### src/rtl/uart_host_regs.sv
module uart_host_regs #(
  parameter int DW = 8,
  parameter int AW = 3
) (
  input  logic          clk,
  input  logic          mreset,
  input  logic          cs,
  input  logic          rd,
  input  logic          wr,
  input  logic [AW-1:0] addr,
  input  logic [DW-1:0] wdata,
  output logic [DW-1:0] rdata,
  input  logic [DW-1:0] rx_byte,
  input  logic [DW-1:0] iid_in,
  input  logic [DW-1:0] lsr_in,
  input  logic [DW-1:0] msr_in,
  output logic [DW-1:0] thr_q,
  output logic [DW-1:0] ier_q,
  output logic [DW-1:0] lcr_q,
  output logic [DW-1:0] mcr_q,
  output logic [2*DW-1:0] divisor,
  output logic          rx_read_stb,
  output logic          tx_load_stb
);

  localparam logic [AW-1:0] IX_DATA = AW'(0);
  localparam logic [AW-1:0] IX_IER  = AW'(1);
  localparam logic [AW-1:0] IX_IID  = AW'(2);
  localparam logic [AW-1:0] IX_LCR  = AW'(3);
  localparam logic [AW-1:0] IX_MCR  = AW'(4);
  localparam logic [AW-1:0] IX_LSR  = AW'(5);
  localparam logic [AW-1:0] IX_MSR  = AW'(6);

  logic [DW-1:0] dll_q, dlm_q;
  logic rd_acc, wr_acc, rd_prev, wr_prev, bank;

  assign bank    = lcr_q[DW-1];
  assign rd_acc  = cs && rd;
  assign wr_acc  = cs && wr;
  assign divisor = {dlm_q, dll_q};

  always_comb begin
    rdata = '0;
    if (rd_acc) begin
      case (addr)
        IX_DATA: rdata = bank ? dll_q : rx_byte;
        IX_IER:  rdata = bank ? dlm_q : ier_q;
        IX_IID:  rdata = iid_in;
        IX_LCR:  rdata = lcr_q;
        IX_MCR:  rdata = mcr_q;
        IX_LSR:  rdata = lsr_in;
        IX_MSR:  rdata = msr_in;
        default: rdata = '0;
      endcase
    end
  end

  always_ff @(posedge clk) begin
    if (mreset) begin
      ier_q       <= '0;
      lcr_q       <= '0;
      mcr_q       <= '0;
      rd_prev     <= 1'b0;
      wr_prev     <= 1'b0;
      rx_read_stb <= 1'b0;
      tx_load_stb <= 1'b0;
    end else begin
      rd_prev     <= rd_acc;
      wr_prev     <= wr_acc;
      rx_read_stb <= rd_acc && !rd_prev && addr == IX_DATA && !bank;
      tx_load_stb <= wr_acc && !wr_prev && addr == IX_DATA && !bank;
      if (wr_acc) begin
        case (addr)
          IX_IER: if (!bank) ier_q <= wdata;
          IX_LCR: lcr_q <= wdata;
          IX_MCR: mcr_q <= wdata;
          default: ;
        endcase
      end
    end
  end

  always_ff @(posedge clk) begin
    if (!mreset && wr_acc) begin
      if (addr == IX_DATA && !bank) thr_q <= wdata;
      if (addr == IX_DATA &&  bank) dll_q <= wdata;
      if (addr == IX_IER  &&  bank) dlm_q <= wdata;
    end
  end

  a_r9_reset_clears: assert property (@(posedge clk) disable iff (mreset)
    $past(mreset) |-> (ier_q == '0 && lcr_q == '0 && mcr_q == '0 && !rx_read_stb && !tx_load_stb));

  a_r5_ro_write_ignored: assert property (@(posedge clk) disable iff (mreset)
    (wr_acc && (addr == IX_IID || addr == IX_LSR || addr == IX_MSR || addr == AW'(7)))
    |=> ($stable(ier_q) && $stable(lcr_q) && $stable(mcr_q)));

  a_r6_unmapped_zero: assert property (@(posedge clk) disable iff (mreset)
    (rd_acc && addr == AW'(7)) |-> rdata == '0);

  a_r7_rx_stb_single: assert property (@(posedge clk) disable iff (mreset)
    rx_read_stb |=> !rx_read_stb);

  a_r7_rx_stb_cause: assert property (@(posedge clk) disable iff (mreset)
    rx_read_stb |-> $past(cs && rd && addr == IX_DATA && !lcr_q[DW-1]));

  a_r8_tx_stb_single: assert property (@(posedge clk) disable iff (mreset)
    tx_load_stb |=> !tx_load_stb);

endmodule

### config.mk
export PLATFORM = sky130hd
export DESIGN_NAME = uart_host_regs
export DESIGN_NICKNAME = d
export VERILOG_FILES = /design/src/rtl/uart_host_regs.sv
export SDC_FILE = /design/constraint.sdc
export NUM_CORES = 1
export LEC_CHECK = 0
export ABC_AREA = 1
export BUFFER_PORTS_ARGS = -buffer_cell sky130_fd_sc_hd__buf_2
export CAP_MARGIN = 20
export CORE_MARGIN = 1.5
export CORE_UTILIZATION = 48
export CTS_CLUSTER_DIAMETER = 150
export CTS_CLUSTER_SIZE = 10
export DETAILED_ROUTE_END_ITERATION = 6
export PLACE_DENSITY = 0.88
export SLEW_MARGIN = 30
export SYNTH_ARGS = -nofsm -noshare
export SYNTH_HDL_FRONTEND = slang
export SYNTH_SLANG_ARGS = --single-unit
### constraint.sdc
create_clock -name clk -period 2.2 [get_ports clk]
set_input_delay 0.33 -clock clk [delete_from_list [all_inputs] [get_ports clk]]
set_output_delay 0.33 -clock clk [all_outputs]
set_load 0.01 [all_outputs]
==> results.ini <==
[clock_network]
numCtsBuffers = 5
cts_resized = 0
postCtsHoldBufs = 0
cts-root-buf = clkbuf_8
clk_path_buf_depth = 2
clk_pin_slew_worst_paths_ns = 0.10
postCtsSetupRepairBufs = 0
numClockSinks = 52
cts_tree = yes
insertion_delay_ns = 0.31
htree_levels = 2

[outcome]
status = completed

[run]
cap_violations = 0

[power_and_ir_drop]
swShare = 0.256
peakVddDrop_mv = 0.462
clkPwrFrac = 0.352
p_leak_nw = 1.57
powerDensity_mw_per_mm2 = 590
seqPwrFrac = 0.531
cell_internal_pwr_w = 0.00144
p_switching_w = 0.000496
comb_power_share = 0.117

[die]
die_y_um = 76.9
io_pins = 106
design.core.area_mm2 = 0.00517
num_rows = 26
die_area_mm2 = 0.00592
start_util = 0.507
die_width_um = 76.9

[timing]
fin_crit_ns = 2.00
skew_ns = 0.00489
final_max_slew_viol_count = 0
rsz0062_at_grt = false
setup_tns_ns = 0
min_period_over_period = 0.911
hold_viol = 0
slew_headroom = 0.600
max_freq_mhz = 499
tightestPinTransition_ns = 0.600
worst_slack_ns = 0.196
setup_violations = 0

[layout]
final_area_mm2 = 0.00328
syn_to_final_growth_pct = 25.2
insertedDiodeCount = 0
layout-drive-gt1-share = 0.308
nets = 485

[logic_synthesis]
synth-main-ff-cell = dfxtp_1
synth_top_area_share = 0.275
synth_most_common_cell = nand2_1
synthXorXnorAreaFrac = 0
synth_simple_gate_area_frac = 0.360
yosysTopAreaCell = edfxtp_1
yosys-mux-area-fraction = 0
syn_inst = 336
ys_seq_area_frac = 0.489
synth_cell_types = 27
syn_area_mm2 = 0.00262
synth.top_cells.by_count = 100 x nand2_1, 36 x nor2_1, 32 x nand4_1
syn_nets = 384
synth_fa_ha_area_frac = 0
avgSynthCellArea_um2 = 7.81
yosys_warnings = 0
async_flop_share = 0
synthTopCellsByArea = edfxtp_1 27%, dfxtp_1 21%, nand2_1 14%, nand4_1 7.6%, nor2_1 5.2%
synth_edf_count = 24
synth-seq-cells = 52
synth_compound_area_frac = 0.0611
synth_top_family_by_area = simple AND/OR/NAND/NOR gates

[placed_design]
post-dp-hpwl_um = 5780
gp_congestion = 0.888
place_area_mm2 = 0.00317
port_buffers = 105
dpl_worst_slack_ns = 0.288

[hold_path]
hp-class = input pin to flip-flop
holdPathStages = 1

[setup_path]
worstSetupStartpointType = flip-flop
critical_path_class = flip-flop to output pin
cp_common_cell = nand2_1
cp.required_ns = 1.87
slowest_delay_ns = 0.48
critPathSlowestCell = dfxtp_1
cp.arrival_ns = 1.67
critPathCaptureType = output pin
crit_path_max_fanout = 15
cp_cell_sequence = buf_4 -> nand2_1 -> nand2_1 -> nand2_1 -> nand3_1 -> nor2_1 -> nor2_1 -> buf_2
worstRegToRegCells = 3

[routing]
first_pass_iters = 5
via_count = 2736
drcViolationCount = 0
wl_um = 7920
drtIter0Drc = 283
ant_nets = 0
vias_per_cell = 5.39
wl_per_cell_um = 15.6

[global_route]
antenna_found_initial = 0
grt_start_max_net_pins = 29
grt_overflow_total = 0
grt_pass1_wl_um = 12500
track_usage = 0.272
first_global_vias = 2508

[placed cells by master (no fill, tap or decap)]
| master | count |
|---|---|
| o21ai_1 | 2 |
| nor3_1 | 1 |
| buf_4 | 6 |
| nand3_2 | 1 |
| clkinv_1 | 2 |
| inv_2 | 6 |
| dfxtp_1 | 28 |
| nor4_2 | 1 |
| clkbuf_8 | 5 |
| nor3_4 | 1 |
| inv_8 | 1 |
| inv_1 | 23 |
| clkinv_2 | 1 |
| nor2_2 | 1 |
| nor2_8 | 1 |
| nand3_1 | 24 |
| bufinv_16 | 1 |
| nand2_2 | 2 |
| buf_2 | 105 |
| nor4_1 | 1 |
| a21oi_1 | 16 |
| o21ai_0 | 14 |
| edfxtp_1 | 24 |
| nand2_1 | 100 |
| inv_6 | 1 |
| nor2_1 | 36 |
| nor2_4 | 1 |
| nand4_1 | 32 |
| nand4_2 | 1 |
[layer usage]
metal	wire length, um	track usage	part of all wire
met1	3370	0.340	0.43
met2	3860	0.465	0.49
met3	422	0.0405	0.053
met4	267	0.117	0.034
met5	0	0	0
[critical path, delay by kind of cell, from the launching register on]
family / cells / cell delay (ns)
buffers and inverters: 2 / 0.41
flip-flops: 1 / 0.48
AND/OR/NAND/NOR: 6 / 0.47
[kinds of logic (layout without fill, tap and decap cells)]
group / Yosys count / after routing
and+or+nand+nor: 203 / 203
DFF: 52 / 52
buffers and inverters: 49 / 151
AOI/OAI and AO/OA: 32 / 32
[through the flow]
stage	std cells	util	hold slack [ns]	power, W
final	508	0.635	0.292	0.00194
after detailed placement	500	0.612	0.393	0.00127
after CTS	508	0.635	0.291	0.00194
after floorplan	336	-	0.375	0.00118
after global routing	508	0.635	0.294	0.00200
after global placement	500	0.612	0.396	0.00127
[state kept, by name, indices dropped and copies added, names as in the netlist]
| name | cells |
|---|---|
| dll_q | 8 |
| dlm_q | 8 |
| ier_q | 8 |
| lcr_q | 8 |
| mcr_q | 8 |
| thr_q | 8 |
| rd_prev | 1 |
| rx_read_stb | 1 |
| tx_load_stb | 1 |
| wr_prev | 1 |
[worst paths after layout]
path	endpoint	startpoint	slack, ns
worst max register to register	dlm_q[1]	lcr_q[7]	0.67
worst min-delay path	thr_q[6]	wdata[6]	0.29
worst min register to register	tx_load_stb	wr_prev	0.41
worst max-delay path	rdata[7]	lcr_q[7]	0.20
[power by group through the flow]
stage,sequential (W),clock [W],combinational (W)
2_1_floorplan,0.00105,0,0.000129
3_3_place_gp,0.00105,0,0.000217
3_5_place_dp,0.00105,0,0.000222
4_1_cts,0.00103,0.000683,0.000224
5_1_grt,0.00103,0.000720,0.000250
6_report,0.00103,0.000682,0.000227
[layout make-up]
class,instances,area (um^2)
clock inverters,3,46.3
inverters,32,125
fillers,443,1890
clock buffers,5,68.8
repair buffers,111,571
flip-flops and latches,52,1280
well taps,70,87.6
multi-input cells,235,1100
Power figures use the tool's default switching activity.
